==> src/rtl/flash_cmd_pkg.sv <==
package flash_cmd_pkg;

  typedef enum logic [3:0] {
    ST_IDLE, ST_CMD, ST_ADRL, ST_ADRH, ST_CNTL, ST_CNTH, ST_DATA, ST_EXEC, ST_POLL
  } step_e;

  localparam logic [7:0] OFF_CMD  = 8'h80;
  localparam logic [7:0] OFF_DATA = 8'h84;
  localparam logic [7:0] OFF_ADRL = 8'h88;
  localparam logic [7:0] OFF_ADRH = 8'h8A;
  localparam logic [7:0] OFF_CNTL = 8'h90;
  localparam logic [7:0] OFF_CNTH = 8'h92;
  localparam logic [7:0] OFF_EXEC = 8'hC0;
  localparam logic [7:0] OFF_STAT = 8'hCC;

  localparam logic [15:0] ERR_MASK  = 16'h133A;
  localparam int          READY_BIT = 7;

  function automatic logic cmd_known(input logic [7:0] c);
    case (c)
      8'h41, 8'hE9, 8'h20, 8'h61, 8'h62,
      8'h65, 8'h98, 8'h97, 8'hC0, 8'hD0: cmd_known = 1'b1;
      default:                          cmd_known = 1'b0;
    endcase
  endfunction

endpackage

==> src/rtl/fcw_step_ctrl.sv <==
module fcw_step_ctrl
  import flash_cmd_pkg::*;
(
  input  logic  clk,
  input  logic  rst_n,
  input  logic  start,
  input  logic  has_cnt,
  input  logic  has_data,
  input  logic  wr_fire,
  input  logic  rd_fire,
  input  logic  rd_is_ready,
  output step_e step
);

  step_e step_q, step_d;

  always_comb begin
    step_d = step_q;
    case (step_q)
      ST_IDLE: if (start) step_d = ST_CMD;
      ST_CMD:  if (wr_fire) step_d = ST_ADRL;
      ST_ADRL: if (wr_fire) step_d = ST_ADRH;
      ST_ADRH: if (wr_fire) step_d = has_cnt ? ST_CNTL : (has_data ? ST_DATA : ST_EXEC);
      ST_CNTL: if (wr_fire) step_d = ST_CNTH;
      ST_CNTH: if (wr_fire) step_d = has_data ? ST_DATA : ST_EXEC;
      ST_DATA: if (wr_fire) step_d = ST_EXEC;
      ST_EXEC: if (wr_fire) step_d = ST_POLL;
      ST_POLL: if (rd_fire && rd_is_ready) step_d = ST_IDLE;
      default: step_d = ST_IDLE;
    endcase
  end

  always_ff @(posedge clk or negedge rst_n) begin
    if (!rst_n) step_q <= ST_IDLE;
    else        step_q <= step_d;
  end

  assign step = step_q;

  // a busy status read keeps the poll going
  p_keep_polling_r8: assert property (@(posedge clk) disable iff (!rst_n)
    (step_q == ST_POLL && !(rd_fire && rd_is_ready)) |=> step_q == ST_POLL);

  // a start while idle always leads to the command write
  p_start_to_cmd_r10: assert property (@(posedge clk) disable iff (!rst_n)
    (step_q == ST_IDLE && start) |=> step_q == ST_CMD);

endmodule

==> src/rtl/fcw_word_mux.sv <==
module fcw_word_mux
  import flash_cmd_pkg::*;
#(
  parameter int              DATA_W   = 16,
  parameter int              TGT_W    = 32,
  parameter int              CNT_W    = 32,
  parameter int              ADDR_W   = 16,
  parameter logic [ADDR_W-1:0] WIN_BASE = '0
) (
  input  logic              clk,
  input  logic              rst_n,
  input  logic              load,
  input  logic [7:0]        cmd_in,
  input  logic [TGT_W-1:0]  addr_in,
  input  logic [CNT_W-1:0]  cnt_in,
  input  logic              has_data_in,
  input  logic [DATA_W-1:0] data_in,
  input  step_e             step,
  output logic              has_cnt,
  output logic              has_data,
  output logic [ADDR_W-1:0] wr_addr,
  output logic [DATA_W-1:0] wr_data,
  output logic [ADDR_W-1:0] rd_addr
);

  logic [7:0]        cmd_q;
  logic [TGT_W-1:0]  addr_q;
  logic [CNT_W-1:0]  cnt_q;
  logic              cnt_nz_q, has_data_q;
  logic [DATA_W-1:0] data_q;

  always_ff @(posedge clk or negedge rst_n) begin
    if (!rst_n) begin
      cmd_q      <= '0;
      addr_q     <= '0;
      cnt_q      <= '0;
      cnt_nz_q   <= 1'b0;
      has_data_q <= 1'b0;
      data_q     <= '0;
    end else if (load) begin
      cmd_q      <= cmd_in;
      addr_q     <= addr_in;
      cnt_q      <= cnt_in;
      cnt_nz_q   <= (cnt_in != '0);
      has_data_q <= has_data_in;
      data_q     <= data_in;
    end
  end

  logic [DATA_W-1:0] addr_lo, addr_hi, cnt_lo, cnt_hi;
  assign addr_lo = addr_q[DATA_W-1:0];
  assign addr_hi = DATA_W'(addr_q[TGT_W-1:DATA_W]);
  assign cnt_lo  = cnt_q[DATA_W-1:0];
  assign cnt_hi  = DATA_W'(cnt_q[CNT_W-1:DATA_W]);

  logic [7:0] off;
  always_comb begin
    off     = OFF_CMD;
    wr_data = '0;
    case (step)
      ST_CMD:  begin off = OFF_CMD;  wr_data = DATA_W'(cmd_q); end
      ST_ADRL: begin off = OFF_ADRL; wr_data = addr_lo; end
      ST_ADRH: begin off = OFF_ADRH; wr_data = addr_hi; end
      ST_CNTL: begin off = OFF_CNTL; wr_data = cnt_lo; end
      ST_CNTH: begin off = OFF_CNTH; wr_data = cnt_hi; end
      ST_DATA: begin off = OFF_DATA; wr_data = data_q; end
      ST_EXEC: begin off = OFF_EXEC; wr_data = DATA_W'(1); end
      default: begin off = OFF_CMD;  wr_data = '0; end
    endcase
  end

  assign wr_addr  = WIN_BASE + ADDR_W'(off);
  assign rd_addr  = WIN_BASE + ADDR_W'(OFF_STAT);
  assign has_cnt  = cnt_nz_q;
  assign has_data = has_data_q;

  // the count writes are only reached with a nonzero captured count
  p_cnt_step_r4: assert property (@(posedge clk) disable iff (!rst_n)
    (step == ST_CNTL || step == ST_CNTH) |-> cnt_q != '0);

endmodule

==> src/rtl/fcw_status_eval.sv <==
module fcw_status_eval
  import flash_cmd_pkg::*;
#(
  parameter int DATA_W = 16
) (
  input  logic              clk,
  input  logic              rst_n,
  input  logic              fire_ready,
  input  logic [DATA_W-1:0] rd_data,
  output logic              done,
  output logic              err,
  output logic [DATA_W-1:0] status
);

  localparam logic [DATA_W-1:0] MASK = DATA_W'(ERR_MASK);

  logic done_q, err_q;
  logic [DATA_W-1:0] status_q;

  always_ff @(posedge clk or negedge rst_n) begin
    if (!rst_n) done_q <= 1'b0;
    else        done_q <= fire_ready;
  end

  always_ff @(posedge clk or negedge rst_n) begin
    if (!rst_n) begin
      err_q    <= 1'b0;
      status_q <= '0;
    end else if (fire_ready) begin
      err_q    <= |(rd_data & MASK);
      status_q <= rd_data;
    end
  end

  assign done   = done_q;
  assign err    = err_q;
  assign status = status_q;

  // a reported word always carries the ready bit
  p_ready_word_r9: assert property (@(posedge clk) disable iff (!rst_n)
    done_q |-> status_q[READY_BIT]);

endmodule

==> src/rtl/flash_cmd_seq.sv <==
module flash_cmd_seq
  import flash_cmd_pkg::*;
#(
  parameter int                DATA_W   = 16,
  parameter int                TGT_W    = 32,
  parameter int                CNT_W    = 32,
  parameter int                ADDR_W   = 16,
  parameter logic [ADDR_W-1:0] WIN_BASE = 16'h4000
) (
  input  logic              clk,
  input  logic              rst_n,
  input  logic              req_valid,
  input  logic [7:0]        req_cmd,
  input  logic [TGT_W-1:0]  req_addr,
  input  logic [CNT_W-1:0]  req_count,
  input  logic              req_has_data,
  input  logic [DATA_W-1:0] req_data,
  output logic              busy,
  output logic              wr_valid,
  output logic [ADDR_W-1:0] wr_addr,
  output logic [DATA_W-1:0] wr_data,
  input  logic              wr_ready,
  output logic              rd_valid,
  output logic [ADDR_W-1:0] rd_addr,
  input  logic              rd_ready,
  input  logic [DATA_W-1:0] rd_data,
  output logic              done,
  output logic              err,
  output logic [DATA_W-1:0] status
);

  step_e step;
  logic  start, has_cnt, has_data, wr_fire, rd_fire, fire_ready;

  assign start      = req_valid && (step == ST_IDLE) && cmd_known(req_cmd);
  assign wr_valid   = (step != ST_IDLE) && (step != ST_POLL);
  assign rd_valid   = (step == ST_POLL);
  assign busy       = (step != ST_IDLE);
  assign wr_fire    = wr_valid && wr_ready;
  assign rd_fire    = rd_valid && rd_ready;
  assign fire_ready = rd_fire && rd_data[READY_BIT];

  fcw_step_ctrl u_ctrl (
    .clk(clk), .rst_n(rst_n), .start(start), .has_cnt(has_cnt),
    .has_data(has_data), .wr_fire(wr_fire), .rd_fire(rd_fire),
    .rd_is_ready(rd_data[READY_BIT]), .step(step)
  );

  fcw_word_mux #(
    .DATA_W(DATA_W), .TGT_W(TGT_W), .CNT_W(CNT_W),
    .ADDR_W(ADDR_W), .WIN_BASE(WIN_BASE)
  ) u_mux (
    .clk(clk), .rst_n(rst_n), .load(start), .cmd_in(req_cmd),
    .addr_in(req_addr), .cnt_in(req_count), .has_data_in(req_has_data),
    .data_in(req_data), .step(step), .has_cnt(has_cnt), .has_data(has_data),
    .wr_addr(wr_addr), .wr_data(wr_data), .rd_addr(rd_addr)
  );

  fcw_status_eval #(.DATA_W(DATA_W)) u_stat (
    .clk(clk), .rst_n(rst_n), .fire_ready(fire_ready), .rd_data(rd_data),
    .done(done), .err(err), .status(status)
  );

  // pending write holds address and data
  p_wr_hold_r7: assert property (@(posedge clk) disable iff (!rst_n)
    (wr_valid && !wr_ready) |=> (wr_valid && $stable(wr_addr) && $stable(wr_data)));

  // pending read holds its address
  p_rd_hold_r8: assert property (@(posedge clk) disable iff (!rst_n)
    (rd_valid && !rd_ready) |=> (rd_valid && $stable(rd_addr)));

  // never a write and a read together
  p_exclusive_r8: assert property (@(posedge clk) disable iff (!rst_n)
    !(wr_valid && rd_valid));

  // polling starts right after the execute write
  p_poll_after_exec_r8: assert property (@(posedge clk) disable iff (!rst_n)
    (wr_fire && wr_addr == WIN_BASE + ADDR_W'(OFF_EXEC)) |=> rd_valid);

  // the first word of a command is the code write
  p_first_cmd_r2: assert property (@(posedge clk) disable iff (!rst_n)
    $rose(busy) |-> (wr_valid && wr_addr == WIN_BASE + ADDR_W'(OFF_CMD)));

  // done lasts one cycle
  p_done_pulse_r9: assert property (@(posedge clk) disable iff (!rst_n)
    done |=> !done);

  // nothing on the buses while idle
  p_idle_quiet_r10: assert property (@(posedge clk) disable iff (!rst_n)
    !busy |-> (!wr_valid && !rd_valid));

endmodule

==> config.mk <==
export PLATFORM = sky130hd
export DESIGN_NAME = flash_cmd_seq
export DESIGN_NICKNAME = d
export VERILOG_FILES = /design/src/rtl/flash_cmd_pkg.sv /design/src/rtl/fcw_step_ctrl.sv /design/src/rtl/fcw_word_mux.sv /design/src/rtl/fcw_status_eval.sv /design/src/rtl/flash_cmd_seq.sv
export SDC_FILE = /design/constraint.sdc
export NUM_CORES = 1
export LEC_CHECK = 0
export BUFFER_PORTS_ARGS = -buffer_cell sky130_fd_sc_hd__buf_2
export CELL_PAD_IN_SITES_DETAIL_PLACEMENT = 1
export CELL_PAD_IN_SITES_GLOBAL_PLACEMENT = 2
export CORE_MARGIN = 10
export CORE_UTILIZATION = 24
export CTS_CLUSTER_DIAMETER = 200
export DETAILED_ROUTE_END_ITERATION = 6
export GPL_ROUTABILITY_DRIVEN = 1
export GPL_TIMING_DRIVEN = 0
export HOLD_SLACK_MARGIN = 0.15
export PLACE_DENSITY_LB_ADDON = 0.1
export SLEW_MARGIN = 30
export SYNTH_ARGS = -nofsm -noshare
export SYNTH_HDL_FRONTEND = slang
export SYNTH_HIERARCHICAL = 1
export SYNTH_SLANG_ARGS = --single-unit
==> constraint.sdc <==
create_clock -name clk -period 2.18 [get_ports clk]
set_input_delay 0.545 -clock clk [delete_from_list [all_inputs] [get_ports clk]]
set_output_delay 0.545 -clock clk [all_outputs]
set_load 0.05 [all_outputs]
Word level (Yosys, flattened, before mapping)
Cells that the tools add are included.
W data, S select, Z words.
{"block": "op_classes", "add_sub_neg": 1, "n_eq_ne": 28, "muxes": 15, "reduce_logical": 12}
{"cell": "$pmux W16 S7", "n": 1}
{"cell": "$pmux W7 S6", "n": 1}
{"cell": "$eq A8 B8 Y1 const B", "n": 5}
{"cell": "$mux W4", "n": 9}
{"cell": "$pmux W4 S9", "n": 1}
{"cell": "$eq A8 B7 Y1 const B", "n": 4}
{"cell": "$reduce_bool A32 Y1", "n": 1}
{"cell": "$add A15 B8 Y16 const A", "n": 1}
{"cell": "$eq A4 B3 Y1 const B", "n": 4}
{"cell": "$ne A2 B1 Y1 const B", "n": 8}
{"cell": "$reduce_or A10 Y1", "n": 1}
{"cell": "$reduce_and A9 Y1", "n": 1}
{"cell": "$eq A4 B2 Y1 const B", "n": 2}
{"cell": "$eq A8 B6 Y1 const B", "n": 1}
{"cell": "$reduce_or A7 Y1", "n": 1}
{"cell": "$logic_and A1 B1 Y1", "n": 6}
{"cell": "$eq A4 B1 Y1 const B", "n": 1}
{"cell": "$eq A4 B4 Y1 const B", "n": 1}
{"cell": "$logic_not A4 Y1", "n": 1}
{"cell": "$ne A4 B4 Y1 const B", "n": 1}
{"cell": "$reduce_bool A4 Y1", "n": 1}
{"cell": "$mux W1", "n": 2}
{"cell": "$mux W2", "n": 1}
{"cell": "$ne A2 B2 Y1 const B", "n": 1}
{"block": "totals", "register_bits": 112, "input_bits": 110, "output_inout_bits": 69, "elab_cells": 66}

Depth between registers and ports, before layout
Gate-level depths: netlist (run 1).
{"block": "depth", "word_depth": 6, "ltp_mapped": 8, "ltp_nobuf": 7}

Hierarchy
Netlist (run 1), hierarchy kept.
{"mod": "fcw_word_mux", "instances": 1, "cells_per_inst": 319, "area_per_inst_um2": 4324.1, "seq_area_each_um2": 2252.2}
{"mod": "fcw_status_eval", "instances": 1, "cells_per_inst": 40, "area_per_inst_um2": 713.2, "seq_area_each_um2": 450.4}
{"mod": "fcw_step_ctrl", "instances": 1, "cells_per_inst": 24, "area_per_inst_um2": 229.0, "seq_area_each_um2": 100.1}
{"mod": "flash_cmd_seq", "instances": 1, "cells_per_inst": 26, "area_per_inst_um2": 195.2, "seq_area_each_um2": 0.0}

Least setup slack after synthesis (run 1)
OpenSTA, ideal clock, no wires.
{"block": "synth_path", "path_type": "register to output", "startpoint": "register u_ctrl.step_q[2] (netlist: u_ctrl/step[2])", "endpoint": "output port wr_data[10]", "t_arrival_ns": 2.161, "slack_ns": -0.526, "path_stages_with_launch": 8, "path_cell_list": "dfrtp_1 -> buf_6 -> or3b_1 -> buf_6 -> inv_2 -> buf_6 -> a22oi_1 -> o21ai_1"}
{"block": "synth_between", "elab_chain_len": 2}
{"item": "start: declaration", "line": "fcw_step_ctrl.sv:15", "rtl": "step_e step_q, step_d;"}
{"item": "start signal: assignment", "line": "fcw_step_ctrl.sv:35", "rtl": "else step_q <= step_d;"}
{"item": "$eq A4 B3 Y1 (tied with other cells)", "line": "fcw_word_mux.sv:60", "rtl": "case (step)"}
{"item": "$pmux W16 S7 *", "line": "fcw_word_mux.sv:60"}
{"item": "end: declaration", "line": "flash_cmd_seq.sv:21", "rtl": "output logic [DATA_W-1:0] wr_data,"}
Every way passes the cells marked *; elsewhere a longest branch is shown, timed or not.

Worst setup path after layout (run 1)
{"block": "layout_path", "startpoint": "register u_ctrl.step_q[2] (netlist: u_ctrl/step[2])", "endpoint": "output port wr_data[11]"}
The elaborated chain is that of the path after synthesis.

==> out/metrics.cfg, run 1 <==
[run_status]
status = finished with violations
violations = negative setup slack

[floorplanning]
start_util_pct = 24.3
die_w_um = 171
chipHeight_um = 171
core_um2 = 22500
dieArea_um2 = 29200
pin_count = 179
rows = 55

[timing]
finalCriticalPeriod_ns = 2.70
fin_skew_ns = 0.00764
final_max_slew_viol_count = 0
fin_ws_ns = -0.520
finalSetupViolations = 64
worst_slew_pin_slew_ns = 0.616
fmax_mhz = 370
slew_headroom_pct = 57.9
setup_tns_ns = -9.55
rsz0062_at_grt = true
hold_violations = 0
min_period_over_period_pct = 124

[cells_and_area]
area_delta_synth_final_pct = 63.7
post-route-util_pct = 39.7
nNetsFinal = 767
final_area_um2 = 8940
final_layout_size_suffix_gt1_share_pct = 67.1

[route]
drtAntennaViolNets = 0
viasPerCell = 4.59
wl_per_cell_um = 22.9
drc = 0
drt_iter0_markers = 188
dr.pass1.iters = 4
vias = 4348
drt_wl_total_um = 21700

[global_route]
grt_usage_pct = 13.5
antenna_found_initial = 4
grt-ovfl-total = 0
grt_max_degree = 72
grt_pass1_wl_um = 29700
grt_pass1_vias = 4798

[power]
irDropWorstVdd_v = 0.000866
power_density_nw_per_um2 = 1480
p_leak_nw = 4.16

[clock_network]
clkSinkCount = 112
root_buffer = clkbuf_16
clock_latency_ns = 0.36
clk_path_buf_depth = 2
htree_levels = 3
cts_tree = built
numCtsBuffers = 9
cts.clk_slew.worst_paths_ns = 0.08

[yosys]
yosysWarnings = 6
synth-async-reset-ratio_pct = 100
postSynthCellCount = 409
synth_edf_count = 0
synth_top_flop_cell = dfrtp_1
yosysSeqAreaShare_pct = 51.3
syn-mean-instance-area_um2 = 13.4
ys_seq_elements = 112
netlist-cell-type-count = 53
netlist_area_um2 = 5460

[min_path]
hold_path_depth = 2
hp-start = req_addr[10]
hold_end = u_mux/addr_q[10]$_DFFE_PN0P_
hold_path_class = input pin to flip-flop

[critical_path]
crit_chain = buf_8, buf_4, nor4b_4, buf_6, a222oi_1, o21ai_4, buf_8
cp_data_arrival_time_ns = 2.15
cpMostUsedCell = buf_8
crit_fanout = 5
reg2reg_slack_ns = -0.05
rr_worst_depth = 8
cpPeakStageDelay_ns = 0.54
slowest_stage = a222oi_1
r2r-start = u_ctrl/step[0]$_DFFE_PN0P_
crit_start = u_ctrl/step[2]$_DFFE_PN0P_
end_kind = output port
critical_path_class = flip-flop to output port
startpoint_type = flip-flop
worstPathRequired_ns = 1.63
r2r_end = u_mux/addr_q[2]$_DFFE_PN0P_

[placement]
portBuffers = 151
dp_hpwl_um = 14700
placed_cell_area_um2 = 6790
place_congestion = 0.728

[flow_run]
drv_cap = 0

## metal layers
metal  up-vias  global-route usage [%]  wire (um)
li1       1976                       -          -
met1      2231                    16.0       9470
met2       114                    23.7      10800
met3        21                    3.76       1120
met4         6                    3.14        308
met5         -                       0         33
## worst max-delay path, delay by kind of cell, from the launching register on
kind | cells | cell delay [ns]
flip-flops | 1 | 0.42
AO/OA/AOI/OAI | 2 | 0.66
buffers and inverters | 4 | 0.58
AND/OR/NAND/NOR | 1 | 0.14
## registers in the layout, summed over array words and instances (netlist names), 4 cells and up
name / cells
u_stat/status: 16
u_mux/data_q: 16
u_mux/cnt_q: 32
u_mux/cmd_q: 8
u_mux/addr_q: 32
u_ctrl/step: 4
## cells in the mapped netlist (2+ instances only)
library cell / instances / area share (%)
o21ai_0: 5 / 0.46
a221o_1: 4 / 0.73
nand3b_1: 6 / 0.82
conb_1: 2 / 0.14
a21oi_1: 2 / 0.18
dfrtp_1: 112 / 51
buf_2: 12 / 1.1
a211o_1: 3 / 0.48
mux2_2: 97 / 20
o211ai_1: 3 / 0.41
a222oi_1: 8 / 1.5
nor2_1: 11 / 0.76
and3_1: 2 / 0.23
mux2i_1: 12 / 2.2
o21ai_1: 8 / 0.73
a31oi_1: 3 / 0.34
nor4_1: 7 / 0.80
nand2_1: 5 / 0.34
mux2_4: 8 / 2.2
a22oi_1: 14 / 1.9
clkbuf_1: 2 / 0.14
and4bb_2: 2 / 0.46
buf_12: 2 / 0.73
buf_4: 29 / 4.0
nand3_1: 2 / 0.18
nor3_1: 4 / 0.37
inv_1: 2 / 0.14
o22ai_1: 4 / 0.46
nor4b_2: 3 / 0.82
nor4b_1: 3 / 0.48
and4_1: 2 / 0.32
or3b_1: 2 / 0.32
buf_6: 6 / 1.2
nor2b_1: 2 / 0.23
and2_1: 2 / 0.23
## worst max-delay path by stage
stage | to | slack [ns]
3_3_place_gp | u_ctrl/step[2]$_DFFE_PN0P_ | -1.15
4_1_cts | wr_data[11] | -0.53
2_1_floorplan | wr_data[6] | -0.39
5_1_grt | wr_data[14] | -0.62
6_report | wr_data[11] | -0.52
3_5_place_dp | u_mux/addr_q[7]$_DFFE_PN0P_ | -0.98
## layout make-up
type / count / area, um2
clock inverters: 4 / 76.3
inverters: 5 / 43.8
flip-flops and latches: 112 / 2810
plain buffers: 49 / 584
diodes: 1 / 2.50
repair buffers: 215 / 1820
clock buffers: 12 / 246
multi-input cells: 265 / 3000
fillers: 2365 / 13600
well taps: 285 / 357
## metrics by stage
step	std cells	hold slack (ns)	setup slack (ns)	power, mW
finish	948	0.414	-0.520	13.3
global route	947	0.404	-0.617	13.9
CTS	917	0.405	-0.525	12.0
detailed placement	871	0.455	-0.976	8.68
global placement	870	0.489	-1.15	8.57
floorplan	434	0.249	-0.393	7.23
## power breakdown
part           switching [mW]  total, mW  internal (mW)
clock                   0.797       1.84           1.05
sequential              0.717       3.74           3.02
combinational            3.80       7.67           3.87
total                    5.32       13.3           7.94
## logic make-up after synthesis
kind of cell | synth area share (%)
muxes | 24.4
DFF | 51.3
AOI/OAI and AO/OA | 8.87
and+or+nand+nor | 7.42
buffers and inverters | 7.70
other | 0.138
xor gates and xnor gates | 0.160
## cell usage in the layout, fill, tap and decap left out, types with 4 or more instances in the layout
master and n:
buf_2 123, dfrtp_1 108, mux2_4 97, buf_4 59
buf_6 32, conb_1 27, clkbuf_16 21, buf_12 19
buf_8 15, nor2_1 10, a22oi_2 9, a222oi_1 8
mux2_2 8, nor4_1 7, nor4b_4 6, a22oi_1 6
nand3b_1 6, nand2_1 5, o21ai_0 5, mux2i_1 4
dfrtp_2 4, o21ai_4 4, o21ai_2 4, mux2i_2 4
o22ai_4 4, a221o_2 4, mux2i_4 4
## what timing repair did
action	in CTS	in global routing
gates cloned	2	13
setup buffers	27	22
resized for setup	129	169
setup endpoints to repair	113	113
hold buffers	1	0
pin swaps	15	22
endpoints found under the hold margin	41	0
Power figures use the tool's default switching activity.
==> run 2, diff against run 1 <==
==> constraint.sdc (replaced) <==
create_clock -name clk -period 3.25 [get_ports clk]
set_input_delay 0.8125 -clock clk [delete_from_list [all_inputs] [get_ports clk]]
set_output_delay 0.8125 -clock clk [all_outputs]
set_load 0.05 [all_outputs]
==> run 2 against run 1 <==
Compared with the run above:
- final cell count is 6.2% lower
- worst hold slack worse by 0.012 ns
- global-route usage is 0.92 points lower
- the run now ends clean
- non-clock buffer count is 59 lower
==> out/metrics.cfg, run 2 (synthesized netlist as in run 1, its figures left out) <==
[clock_network]
cts.clk_slew.worst_paths_ns = 0.08
clock_latency_ns = 0.36
cts_hold_buf = 0
cts_tree = built
root_buffer = clkbuf_16
numCtsBuffers = 9
clk_path_buf_depth = 2
clkSinkCount = 112
htree_levels = 3

[global_route]
antenna_found_initial = 5
grt_pass1_vias = 4562
grt-ovfl-total = 0
grt_usage_pct = 12.6
grt_pass1_wl_um = 27800
grt_max_degree = 64

[critical_path]
rr_worst_depth = 7
r2r-start = u_ctrl/step[1]$_DFFE_PN0P_
crit_family = buffers and inverters
r2r_end = u_mux/data_q[13]$_DFFE_PN0P_
end_kind = output port
slowest_stage = dfrtp_2
crit_chain = buf_6, or3b_1, buf_6, inv_2, buf_6, a22oi_1, o21ai_1, buf_2
cp_data_arrival_time_ns = 2.32
path_buf_inv = 5
cpPeakStageDelay_ns = 0.47
crit_fanout = 10
reg2reg_slack_ns = 0.47
startpoint_type = flip-flop
worstPathRequired_ns = 2.44
critical_path_class = flip-flop to output port
cpMostUsedCell = buf_6

[route]
vias = 4005
viasPerCell = 4.51
drt_wl_total_um = 18600
wl_per_cell_um = 20.9
dr.pass1.iters = 4
drc = 0
drtAntennaViolNets = 0
drt_iter0_markers = 225

[floorplanning]
dieArea_um2 = 29200
chipHeight_um = 171
pin_count = 179
rows = 55
core_um2 = 22500
die_w_um = 171
start_util_pct = 24.3

[timing]
slew_headroom_pct = 54.1
fin_skew_ns = 0.0145
hold_violations = 0
fmax_mhz = 320
setup_tns_ns = 0
min_period_over_period_pct = 96.3
finalSetupViolations = 0
final_max_slew_viol_count = 0
fin_ws_ns = 0.120
finalCriticalPeriod_ns = 3.13
worst_slew_pin_slew_ns = 0.688

[run_status]
status = complete, no violations

[cells_and_area]
nNetsFinal = 708
layout_common_cells = 156 x buf_2, 108 x dfrtp_1, 97 x mux2_2, 33 x buf_4, 27 x conb_1
final_common_cell = buf_2
final_layout_size_suffix_gt1_share_pct = 56.3
area_delta_synth_final_pct = 28.8
n_fill_cell = 2498
top_regs = u_mux/addr_q: 32 flops, u_mux/cnt_q: 32 flops

[placement]
dp_hpwl_um = 14600
portBuffers = 151
place_ws_ns = -0.0743
place_congestion = 0.761

[power]
irDropWorstVdd_v = 0.000779
p_leak_nw = 3.39
power_density_nw_per_um2 = 964

[min_path]
hold_path_class = input pin to async pin

[flow_run]
drv_cap = 0

-- run 2: layout make-up --
cell class / count / area [um2] / area share [%]
Clock inverter: 4 / 38.8 / 0.551
Multi-Input combinational cell: 265 / 2350 / 33.4
Antenna cell: 2 / 5.00 / 0.0711
Buffer: 52 / 402 / 5.71
Clock buffer: 11 / 243 / 3.45
Timing Repair Buffer: 153 / 811 / 11.5
Sequential cell: 112 / 2810 / 39.9
Tap cell: 285 / 357 / 5.07
Inverter: 5 / 23.8 / 0.338
-- run 2: what timing repair did --
action	in CTS	in global routing
pin swaps	1	0
setup endpoints to repair	11	17
buffers inserted	1	0
gates resized for setup	3	10
-- run 2: metrics by stage --
step / instances / util (%) / area, um2 / power (mW) / hold slack [ns]
2_1_floorplan: 434 / - / 5560 / 4.73 / 0.480
6_report: 889 / 31.3 / 7030 / 6.78 / 0.401
4_1_cts: 887 / 31.2 / 7010 / 6.86 / 0.419
3_3_place_gp: 870 / 29.6 / 6670 / 5.63 / 0.485
5_1_grt: 887 / 31.2 / 7030 / 7.19 / 0.421
3_5_place_dp: 871 / 29.8 / 6710 / 5.71 / 0.492
-- run 2: worst max path at each step --
stage	startpoint	to	slack [ns]	cells after the start
floorplan	u_ctrl/step[2]$_DFFE_PN0P_	wr_data[10]	0.28	7
global placement	rst_n	u_mux/data_q[14]$_DFFE_PN0P_	-0.17	1
detailed placement	req_cmd[3]	u_mux/addr_q[15]$_DFFE_PN0P_	-0.07	8
CTS	u_ctrl/step[3]$_DFFE_PN0P_	wr_data[8]	0.01	8
global route	u_ctrl/step[2]$_DFFE_PN0P_	wr_data[6]	-0.005	7
finish	u_ctrl/step[2]$_DFFE_PN0P_	wr_data[12]	0.12	8
-- run 2: routing by layer --
metal / vias to the layer above / part of all wire, % / track usage (%)
li1: 1860 / - / -
met1: 2009 / 43 / 14.9
met2: 114 / 49 / 21.5
met3: 16 / 7.4 / 4.79
met4: 6 / 0.68 / 2.38
met5: - / 0.19 / 0
-- run 2: where the power goes --
part           internal, mW  switching (mW)  leakage, nW
clock network         0.552           0.550        0.136
registers              2.02           0.411         1.43
logic                  1.22            2.03         1.82
-- run 2: worst register-to-register path, delay by kind of cell, from the launching register on --
family	cells	cell delay, ns
flip-flops	1	0.49
multiplexers	1	0.38
AND/OR/NAND/NOR	2	0.58
buffers and inverters	3	0.99
AO/OA/AOI/OAI	1	0.23
==> run 3, diff against run 2 <==
--- a/config.mk
+++ b/config.mk
@@ -9,7 +9,7 @@
 export CELL_PAD_IN_SITES_DETAIL_PLACEMENT = 1
 export CELL_PAD_IN_SITES_GLOBAL_PLACEMENT = 2
 export CORE_MARGIN = 10
-export CORE_UTILIZATION = 24
+export CORE_UTILIZATION = 36
 export CTS_CLUSTER_DIAMETER = 200
 export DETAILED_ROUTE_END_ITERATION = 6
 export GPL_ROUTABILITY_DRIVEN = 1
==> run 3 against run 2 <==
Compared with the run above:
- count of clock-buffer cells in the layout is 1 higher
- die area is 30% lower
- critical path type unchanged
- maximum frequency hardly changed
- critical path depth is 2 lower
- utilization is 16 points higher
- global-route usage is 4.0 points higher
- flip-flop and latch count stayed put
- worst setup slack worse by 0.0022 ns
==> out/metrics.cfg, run 3 (synthesized netlist as in run 1, its figures left out) <==
[timing]
min_period_over_period_pct = 96.4
hold_violations = 0
finalCriticalPeriod_ns = 3.13
worst_slew_pin_slew_ns = 0.643
final_max_slew_viol_count = 0
fin_skew_ns = 0.00844
fmax_mhz = 319
fin_ws_ns = 0.118
slew_headroom_pct = 57.1
finalSetupViolations = 0

[cells_and_area]
layout_common_cells = 157 x buf_2, 109 x dfrtp_1, 97 x mux2_2, 30 x buf_4, 27 x conb_1
final_common_cell = buf_2
final_layout_size_suffix_gt1_share_pct = 56.6
area_delta_synth_final_pct = 26.9
nNetsFinal = 708
top_regs = u_mux/addr_q: 32 flops, u_mux/cnt_q: 32 flops
n_fill_cell = 1567
antenna_cells = 0

[floorplanning]
chipHeight_um = 143
die_w_um = 143
dieArea_um2 = 20500
rows = 44
start_util_pct = 37.2
core_um2 = 14700
pin_count = 179

[critical_path]
r2r_end = u_mux/addr_q[1]$_DFFE_PN0P_
crit_start = u_ctrl/step[1]$_DFFE_PN0P_
end_kind = output port
cp_data_arrival_time_ns = 2.32
startpoint_type = flip-flop
rr_worst_depth = 7
reg2reg_slack_ns = 0.55
worstPathRequired_ns = 2.44
r2r-start = u_ctrl/step[1]$_DFFE_PN0P_
critical_path_class = flip-flop to output port
crit_fanout = 13

[route]
dr.pass1.iters = 5
wl_per_cell_um = 21.3
drt_wl_total_um = 16800
viasPerCell = 5.06
drt_iter0_markers = 197
vias = 3983
drtAntennaViolNets = 0
drc = 0

[clock_network]
clkSinkCount = 112
cts.clk_slew.worst_paths_ns = 0.08
numCtsBuffers = 9
root_buffer = clkbuf_16
clock_latency_ns = 0.36
cts_tree = built
htree_levels = 3
clk_path_buf_depth = 2

[power]
irDropWorstVdd_v = 0.000567
p_leak_nw = 3.41
power_density_nw_per_um2 = 979
report.power.total_mw = 6.78

[global_route]
antenna_found_initial = 3
grt-ovfl-total = 0
grt_pass1_vias = 4508
grt_max_degree = 84
grt_usage_pct = 16.6
grt_pass1_wl_um = 26000

[placement]
place_ws_ns = 0.0452
place_congestion = 0.816
portBuffers = 151
dp_hpwl_um = 13000

[run_status]
status = complete, no violations

[min_path]
hold_path_class = input pin to async pin

[flow_run]
drv_cap = 0

[run 3: worst max path at each step]
stage / to / cells past startpoint
2_1_floorplan: wr_data[10] / 7
4_1_cts: wr_data[7] / 5
5_1_grt: wr_data[3] / 7
3_5_place_dp: u_mux/addr_q[4]$_DFFE_PN0P_ / 8
6_report: wr_data[8] / 6
3_3_place_gp: u_mux/data_q[14]$_DFFE_PN0P_ / 1
[run 3: worst max-delay path, cell delays in order (launching register included)]
cell      delay, ns
dfrtp_1        0.51
buf_2          0.25
nor4b_2        0.38
clkbuf_4       0.30
a222oi_1       0.12
o21ai_1        0.10
buf_2          0.29
[run 3: layout make-up]
class	instances	area, um2	share of cell area, %
Clock inverter	4	36.3	0.524
Sequential cell	112	2810	40.5
Multi-Input combinational cell	265	2360	34.0
Clock buffer	12	267	3.85
Inverter	5	23.8	0.343
Tap cell	184	230	3.32
Timing Repair Buffer	153	808	11.7
Buffer	52	403	5.81
[run 3: power by group]
group / leakage [nW] / internal (mW) / total, mW / switching (mW)
sequential: 1.43 / 2.02 / 2.44 / 0.416
combinational: 1.83 / 1.22 / 3.21 / 2.00
clock: 0.147 / 0.592 / 1.13 / 0.537
[run 3: timing repair]
action	in CTS	in global routing
cloned	0	0
buffers inserted	0	1
endpoints found under the setup margin	11	17
hold buffers	0	0
gates resized for setup	2	10
hold endpoints to repair	0	0
[run 3: stage by stage]
stage	cells	setup TNS [ns]	area, um2	utilization (%)	hold WS [ns]
floorplan	434	0	5560	-	0.480
global placement	769	-1.07	6540	44.5	0.486
detailed placement	770	0	6580	44.8	0.494
CTS	786	0	6900	46.9	0.301
global route	787	-0.0126	6930	47.1	0.304
finish	787	0	6930	47.1	0.298
[run 3: layer usage]
metal  wire (um)  GRT usage [%]
met5           8              0
met1        7020           19.7
met4         274           5.59
met3        1020           4.51
met2        8480           28.3
